<file path="config.mk">
export PLATFORM = sky130hd
export DESIGN_NAME = spi_evt_irq
export DESIGN_NICKNAME = d
export VERILOG_FILES = /design/src/rtl/spi_evt_pkg.sv /design/src/rtl/evt_sticky.sv /design/src/rtl/evt_mask_reg.sv /design/src/rtl/irq_summary.sv /design/src/rtl/evt_reg_port.sv /design/src/rtl/spi_evt_irq.sv
export SDC_FILE = /design/constraint.sdc
export NUM_CORES = 1
export LEC_CHECK = 0
export BUFFER_PORTS_ARGS = -buffer_cell sky130_fd_sc_hd__buf_2
export CAP_MARGIN = 10
export CELL_PAD_IN_SITES_DETAIL_PLACEMENT = 1
export CELL_PAD_IN_SITES_GLOBAL_PLACEMENT = 2
export CORE_ASPECT_RATIO = 0.9
export CORE_MARGIN = 3
export CORE_UTILIZATION = 34
export CTS_BUF_LIST = sky130_fd_sc_hd__clkbuf_4 sky130_fd_sc_hd__clkbuf_8
export CTS_CLUSTER_SIZE = 16
export DETAILED_ROUTE_END_ITERATION = 16
export GPL_TIMING_DRIVEN = 0
export PLACE_DENSITY = 0.9
export SLEW_MARGIN = 10
export SYNTH_ARGS = -nofsm -noshare
export SYNTH_HDL_FRONTEND = slang
export SYNTH_HIERARCHICAL = 1
export SYNTH_SLANG_ARGS = --single-unit
</file>
<file path="constraint.sdc">
create_clock -name clk_i -period 2.5 [get_ports clk_i]
set_input_delay 0.25 -clock clk_i [delete_from_list [all_inputs] [get_ports clk_i]]
set_output_delay 0.25 -clock clk_i [all_outputs]
set_load 0.01 [all_outputs]
</file>
<file path="src/rtl/spi_evt_pkg.sv">
package spi_evt_pkg;

    // Number of controller events collected by the unit.
    localparam int EVT_COUNT = 9;

    // Flag positions inside the event and mask registers.
    localparam int EV_MASTER_DONE = 0;
    localparam int EV_SLAVE_DONE  = 1;
    localparam int EV_TX_UNDER    = 2;
    localparam int EV_TX_OVER     = 3;
    localparam int EV_TX_REQ      = 4;
    localparam int EV_RX_UNDER    = 5;
    localparam int EV_RX_OVER     = 6;
    localparam int EV_RX_REQ      = 7;
    localparam int EV_MM_ERR      = 8;

    localparam int REG_ADDR_W = 2;

    typedef enum logic [REG_ADDR_W-1:0] {
        RA_EVENT  = 2'd0,
        RA_MASK   = 2'd1,
        RA_STATUS = 2'd2,
        RA_SPARE  = 2'd3
    } reg_addr_e;

endpackage

</file>
<file path="src/rtl/evt_sticky.sv">
module evt_sticky #(
    parameter int N = 9
) (
    input  logic         clk_i,
    input  logic         rst_ni,
    input  logic [N-1:0] pulse_i,
    input  logic [N-1:0] clr_i,
    output logic [N-1:0] evt_o
);

    typedef struct packed {
        logic [N-1:0] evt;
    } sticky_st_t;

    sticky_st_t st_d, st_q;

    // Arrival wins over acknowledge on the same flag.
    always_comb begin
        st_d = st_q;
        for (int i = 0; i < N; i++) begin
            st_d.evt[i] = (st_q.evt[i] & ~clr_i[i]) | pulse_i[i];
        end
    end

    always_ff @(posedge clk_i or negedge rst_ni) begin
        if (!rst_ni) begin
            st_q <= '0;
        end else begin
            st_q <= st_d;
        end
    end

    assign evt_o = st_q.evt;

    for (genvar g = 0; g < N; g++) begin : g_bit_chk

        set_on_pulse_chk: assert property (@(posedge clk_i) disable iff (!rst_ni)
            pulse_i[g] |=> evt_o[g]);

        no_spurious_set_chk: assert property (@(posedge clk_i) disable iff (!rst_ni)
            (!evt_o[g] && !pulse_i[g]) |=> !evt_o[g]);

        hold_unless_cleared_chk: assert property (@(posedge clk_i) disable iff (!rst_ni)
            (evt_o[g] && !clr_i[g]) |=> evt_o[g]);

        clear_takes_effect_chk: assert property (@(posedge clk_i) disable iff (!rst_ni)
            (clr_i[g] && !pulse_i[g]) |=> !evt_o[g]);
    end

endmodule

</file>
<file path="src/rtl/evt_mask_reg.sv">
module evt_mask_reg #(
    parameter int N = 9
) (
    input  logic         clk_i,
    input  logic         rst_ni,
    input  logic         load_i,
    input  logic [N-1:0] data_i,
    output logic [N-1:0] mask_o
);

    typedef struct packed {
        logic [N-1:0] mask;
    } mask_st_t;

    mask_st_t st_d, st_q;

    always_comb begin
        st_d = st_q;
        if (load_i) begin
            st_d.mask = data_i;
        end
    end

    // Every event starts silenced.
    always_ff @(posedge clk_i or negedge rst_ni) begin
        if (!rst_ni) begin
            st_q <= '1;
        end else begin
            st_q <= st_d;
        end
    end

    assign mask_o = st_q.mask;


    mask_load_chk: assert property (@(posedge clk_i) disable iff (!rst_ni)
        load_i |=> (mask_o == $past(data_i)));

    mask_hold_chk: assert property (@(posedge clk_i) disable iff (!rst_ni)
        !load_i |=> $stable(mask_o));

endmodule

</file>
<file path="src/rtl/irq_summary.sv">
module irq_summary #(
    parameter int N = 9
) (
    input  logic         clk_i,
    input  logic         rst_ni,
    input  logic [N-1:0] evt_i,
    input  logic [N-1:0] mask_i,
    output logic         pend_o,
    output logic         irq_o
);

    typedef struct packed {
        logic irq;
    } irq_st_t;

    irq_st_t     st_d, st_q;
    logic [N-1:0] live;

    always_comb begin
        live   = evt_i & ~mask_i;
        pend_o = |live;
        st_d   = st_q;
        st_d.irq = pend_o;
    end

    always_ff @(posedge clk_i or negedge rst_ni) begin
        if (!rst_ni) begin
            st_q <= '0;
        end else begin
            st_q <= st_d;
        end
    end

    assign irq_o = st_q.irq;


    irq_follows_pend_chk: assert property (@(posedge clk_i) disable iff (!rst_ni)
        pend_o |=> irq_o);

    irq_drops_chk: assert property (@(posedge clk_i) disable iff (!rst_ni)
        !pend_o |=> !irq_o);

    masked_silent_chk: assert property (@(posedge clk_i) disable iff (!rst_ni)
        ((evt_i & ~mask_i) == '0) |=> !irq_o);

endmodule

</file>
<file path="src/rtl/evt_reg_port.sv">
module evt_reg_port
    import spi_evt_pkg::*;
#(
    parameter int N = 9
) (
    input  logic                  wr_en_i,
    input  logic [REG_ADDR_W-1:0] wr_addr_i,
    input  logic [N-1:0]          wr_data_i,
    input  logic [REG_ADDR_W-1:0] rd_addr_i,
    input  logic [N-1:0]          evt_i,
    input  logic [N-1:0]          mask_i,
    input  logic                  pend_i,
    output logic [N-1:0]          clr_o,
    output logic                  mask_ld_o,
    output logic [N-1:0]          rd_data_o
);

    always_comb begin
        clr_o     = '0;
        mask_ld_o = 1'b0;
        if (wr_en_i) begin
            case (wr_addr_i)
                RA_EVENT: clr_o     = wr_data_i;
                RA_MASK:  mask_ld_o = 1'b1;
                default:  ;
            endcase
        end
    end

    always_comb begin
        rd_data_o = '0;
        case (rd_addr_i)
            RA_EVENT:  rd_data_o = evt_i;
            RA_MASK:   rd_data_o = mask_i;
            RA_STATUS: rd_data_o[0] = pend_i;
            default:   rd_data_o = '0;
        endcase
    end

endmodule

</file>
<file path="src/rtl/spi_evt_irq.sv">
module spi_evt_irq
    import spi_evt_pkg::*;
#(
    parameter int N = EVT_COUNT
) (
    input  logic                  clk_i,
    input  logic                  rst_ni,
    input  logic [N-1:0]          evt_pulse_i,
    input  logic                  wr_en_i,
    input  logic [REG_ADDR_W-1:0] wr_addr_i,
    input  logic [N-1:0]          wr_data_i,
    input  logic [REG_ADDR_W-1:0] rd_addr_i,
    output logic [N-1:0]          rd_data_o,
    output logic                  pend_o,
    output logic                  irq_o
);

    logic [N-1:0] evt_w;
    logic [N-1:0] mask_w;
    logic [N-1:0] clr_w;
    logic         mask_ld_w;

    evt_reg_port #(.N(N)) u_port (
        .wr_en_i   (wr_en_i),
        .wr_addr_i (wr_addr_i),
        .wr_data_i (wr_data_i),
        .rd_addr_i (rd_addr_i),
        .evt_i     (evt_w),
        .mask_i    (mask_w),
        .pend_i    (pend_o),
        .clr_o     (clr_w),
        .mask_ld_o (mask_ld_w),
        .rd_data_o (rd_data_o)
    );

    evt_sticky #(.N(N)) u_sticky (
        .clk_i   (clk_i),
        .rst_ni  (rst_ni),
        .pulse_i (evt_pulse_i),
        .clr_i   (clr_w),
        .evt_o   (evt_w)
    );

    evt_mask_reg #(.N(N)) u_mask (
        .clk_i  (clk_i),
        .rst_ni (rst_ni),
        .load_i (mask_ld_w),
        .data_i (wr_data_i),
        .mask_o (mask_w)
    );

    irq_summary #(.N(N)) u_irq (
        .clk_i  (clk_i),
        .rst_ni (rst_ni),
        .evt_i  (evt_w),
        .mask_i (mask_w),
        .pend_o (pend_o),
        .irq_o  (irq_o)
    );


    status_read_chk: assert property (@(posedge clk_i) disable iff (!rst_ni)
        (rd_addr_i == RA_STATUS) |-> (rd_data_o[0] == pend_o));

    spare_write_mask_chk: assert property (@(posedge clk_i) disable iff (!rst_ni)
        (wr_en_i && (wr_addr_i == RA_STATUS || wr_addr_i == RA_SPARE)) |=> $stable(mask_w));

    spare_read_chk: assert property (@(posedge clk_i) disable iff (!rst_ni)
        (rd_addr_i == RA_SPARE) |-> (rd_data_o == '0));

endmodule

</file>
# --- Word level (Yosys, flattened, before mapping) ---
# Cells that the tools add are included.
word_totals:
  register_bits: 19
  inputBits: 25
  word_cells: 44
  output_inout_bits: 11
classes:
  n_bitwise: 29
  eq_ne: 3
  mux: 6
  n_reduce_logical: 3
op_table:
  columns: ["op", "n"]
  rows:
  - ["9-bit 2-to-1 mux", 2]
  - ["8-bit one-hot mux with 2 select lines", 1]
  - ["1-bit AND", 9]
  - ["9-bit AND", 1]
  - ["1-bit NOT", 9]
  - ["9-bit NOT", 1]
  - ["1-bit OR", 9]
  - ["9-bit OR reduction", 1]
  - ["2-bit by 1-bit equality test with 1-bit output (second input constant)", 2]
  - ["2-bit logical NOT", 2]
  - ["1-bit one-hot mux with 3 select lines", 1]
  - ["2-bit equality test (second input constant)", 1]
  - ["1-bit 2-to-1 mux", 2]

# --- Logic depth before layout (Yosys ltp) ---
logic_depth:
  word_depth: 6
  depth_mapped: 5
  depth_no_buf: 5

# --- Cells and area by module ---
# Netlist, hierarchy kept.
modules_own_cells:
  columns: ["module", "cells_each", "seq_area_each_um2", "n_inst", "area_each_um2"]
  rows:
  - ["evt_mask_reg", 19, 236.5, 1, 382.9]
  - ["evt_sticky", 27, 225.2, 1, 326.6]
  - ["evt_reg_port", 33, 0.0, 1, 231.5]
  - ["irq_summary", 14, 25.0, 1, 103.8]

# --- Worst setup path after synthesis ---
# OpenSTA, ideal clock, no wires.
synth_timing:
  path_kind: "reg2out"
  from: "register u_mask.st_q (netlist bit u_mask/mask_o[0])"
  to: "output rd_data_o[0]"
  path_slack_ns: 0.943
  t_arrival_ns: 1.307
  stages_incl_launch_ff: 6
  n_path_buf: 0
  path_cell_list: "dfstp_2 inv_1 a2111oi_2 nand3_1 nand3b_1 o21ai_1"
synth_between:
  elab_chain_len: 4
synth_rtl:
  columns: ["item", "line_no", "rtl"]
  rows:
  - ["from (decl)", "evt_mask_reg.sv:15", "mask_st_t st_d, st_q;"]
  - ["from (signal assigned)", "evt_mask_reg.sv:29", "st_q <= st_d;"]
  - ["9-bit NOT", "irq_summary.sv:20", "live = evt_i & ~mask_i;"]
  - ["9-bit AND", "irq_summary.sv:20", null]
  - ["9-bit OR reduction", "irq_summary.sv:21", "pend_o = |live;"]
  - ["net pend_o", "spi_evt_irq.sv:14", "output logic pend_o,"]
  - ["1-bit one-hot mux with 3 select lines", "evt_reg_port.sv:32", "case (rd_addr_i)"]
  - ["to (decl)", "spi_evt_irq.sv:13", "output logic [N-1:0] rd_data_o,"]
# The timed path passes the listed nets, and every way through them passes these cells.

# --- Worst setup path after layout ---
layout_timing:
  from: "register u_mask.st_q (netlist bit u_mask/mask_o[0])"
  to: "output rd_data_o[0]"
layout_between:
  elab_chain_len: 4
layout_rtl:
  columns: ["item", "line_no"]
  rows:
  - ["9-bit NOT", "irq_summary.sv:20"]
  - ["9-bit AND", "irq_summary.sv:20"]
  - ["9-bit OR reduction", "irq_summary.sv:21"]
  - ["1-bit one-hot mux with 3 select lines (*)", "evt_reg_port.sv:32"]
# Every way passes the cells marked *; elsewhere a longest branch is shown, timed or not.

==> results_dict.tcl <==
set metrics [dict create \
    status "finished, final reports clean" \
    design.die.area_sq_um 3770 \
    hold_viol_final 0 \
    ys_warn_count 6 \
    design_area_sq_um 1300 \
    skew_ns 0.00161 \
    postSynthCellCount 93 \
    h-tree-depth 1 \
    hold_slack_ns 0.122 \
    ir_drop_mv 0.169 \
    rsz0062_at_grt "no" \
    io_buffers 33 \
    drv_slew 0 \
    synth_area_per_cell_sq_um 11.2 \
    first_pass_iters 4 \
    core_area_sq_um 2840 \
    placed_area_sq_um 1260 \
    finalSetupViolCount 0 \
    critPathTopFamily "flip-flops" \
    ant_nets 0 \
    cts_setup_buffers 0 \
    arrival_ns 1.85 \
    criticalPathCategory "flip-flop to primary output" \
    fin_crit_sh 0.838 \
    wirelength_mm 2.44 \
    synth_fp_nets 118 \
    wire_per_inst_um 14.2 \
    min_path_type "input port to flip-flop" \
    num_io_pins 36 \
    grt_pass1_vias 878 \
    clock_sinks 19 \
    dieWidth_um 64.4 \
    gp_congestion 0.695 \
    worstMarginPinSlew_ns 0.425 \
    max_freq_mhz 477 \
    start_kind "flip-flop" \
    layout_common_cells "buf_2, inv_1, dfrtp_1" \
    synthDistinctLibCells 19 \
    max_slew_margin 0.717 \
    layout_commonest_cell "buf_2" \
    clock_latency_ns 0.29 \
    nets 157 \
    cts_resized 0 \
    dp_hpwl_mm 1.91 \
    min_period_ns 2.10 \
    initialDrtViolationCount 7 \
    cp_slowest_stage_delay_ns 0.56 \
    cp_slowest_cell "dfstp_2" \
    cts_root_buf "clkbuf_4" \
    start_util 0.368 \
    vias 797 \
    crit_buf_inv 2 \
    cts_tree "done" \
    p_leak_nw 0.601 \
    drv_cap 0 \
    required_ns 2.25 \
    drive_gt1_frac 0.458 \
    grt_pass1_wl_mm 4.01 \
    row_count 18 \
    tns_ns 0 \
    area_delta_synth_final_pct 24.2 \
    antenna_found_initial 0 \
    seq_area_frac_synth 0.466 \
    vias_per_cell 4.66 \
    overflow 0 \
    path_max_fanout 3 \
    antenna-diode-count 0 \
    n_fill_cell 342 \
    clkSlewWorstSetupHoldPaths_ns 0.11 \
    grt_max_degree 20 \
    drc 0 \
    die_h_um 58.6 \
    grt_usage 0.141 \
    netlist_area_sq_um 1040 \
    cts-buffers-inserted 3 \
    ys_ff_latch 19 \
    critical_path.cell_chain "inv_1, a2111oi_2, nand3_1, nand3b_1, o21ai_1, buf_2" \
    clock_path_buffers 2 \
    worstSetupEndpointType "primary output" \
    power.density_nw_per_um2 551 \
]
[cell families after synthesis]
family,share of synthesized area
muxes,0.216
DFF,0.466
AOI/OAI and AO/OA,0.101
and+or+nand+nor,0.138
buffers and inverters,0.0802
[path summary, 6_finish.rpt]
check | depth (start not counted) | slack (ns) | from | endpoint
min in group asynchronous | 2 | 0.41 | rst_ni | u_sticky/evt_o[0]$_DFF_PN0_
setup reg to reg | 3 | 1.14 | u_mask/mask_o[0]$_DFFE_PN1P_ | u_irq/irq_o$_DFF_PN0_
max in group asynchronous | 2 | 1.76 | rst_ni | u_mask/mask_o[1]$_DFFE_PN1P_
hold / removal | 2 | 0.12 | evt_pulse_i[7] | u_sticky/evt_o[7]$_DFF_PN0_
setup / recovery | 6 | 0.40 | u_mask/mask_o[0]$_DFFE_PN1P_ | rd_data_o[0]
hold reg to reg | 1 | 0.51 | u_sticky/evt_o[4]$_DFF_PN0_ | u_sticky/evt_o[4]$_DFF_PN0_
[area by class of cell]
cell class                 count  area, sq um  share of cell area
inverter                      15         56.3              0.0434
tap                           40         50.0              0.0386
clock inverter                 1         5.00             0.00386
buffer                         3         27.5              0.0212
clock buffer                   3         22.5              0.0174
multi-input combinational     56          474               0.365
timing repair buffer          34          175               0.135
sequential                    19          487               0.375
[per-stage QoR]
| stage | utilization | worst slack (ns) | instances | total power, mW |
|---|---|---|---|---|
| 5_1_grt | 0.457 | 0.287 | 171 | 0.764 |
| 2_1_floorplan | - | 0.943 | 93 | 0.497 |
| 3_5_place_dp | 0.444 | 0.753 | 166 | 0.565 |
| 3_3_place_gp | 0.444 | 0.809 | 166 | 0.554 |
| 6_report | 0.457 | 0.404 | 171 | 0.714 |
| 4_1_cts | 0.457 | 0.395 | 171 | 0.730 |
[worst reg2reg max path: stages (launching register included)]
cell and delay [ns]:
dfstp_2 0.56, inv_1 0.05, a2111oi_2 0.41, nand3_1 0.19
[power breakdown]
| group | switching (mW) | internal [mW] | total, mW |
|---|---|---|---|
| registers | 0.0272 | 0.361 | 0.388 |
| clock network | 0.0974 | 0.0595 | 0.157 |
| logic | 0.0743 | 0.0948 | 0.169 |
| total | 0.199 | 0.515 | 0.714 |
[registers in the layout (all words and copies together) (netlist names)]
name            count
u_sticky/evt_o      9
u_irq/irq_o         1
u_mask/mask_o       9
[Yosys cell counts]
cell type	instances	area [sq um]
nor3b_4	1	18.8
o21ai_1	1	5.00
buf_6	2	22.5
dfrtp_1	10	250
nand3b_1	1	7.51
a21o_1	9	67.6
nand3_1	1	5.00
inv_1	15	56.3
a2111oi_2	1	15.0
clkbuf_2	1	5.00
nor2b_1	3	18.8
mux2i_1	9	90.1
mux2_4	9	135
a22oi_1	1	7.51
nor2_1	9	33.8
nand2_1	1	3.75
dfstp_2	9	236
and2_1	9	56.3
a222oi_1	1	10.0
[metal layers]
layer,share of wire,GRT usage
met3,0.037,0.0172
met4,0.0094,0.0633
met1,0.44,0.166
met2,0.52,0.259
met5,0,0
[repair_timing]
| item | CTS | global route |
|---|---|---|
| hold endpoints to repair | 10 | 0 |
| hold buffers | 1 | 0 |
| endpoints found under the setup margin | 0 | 0 |
Note: power is estimated with default switching activity, not from simulation.
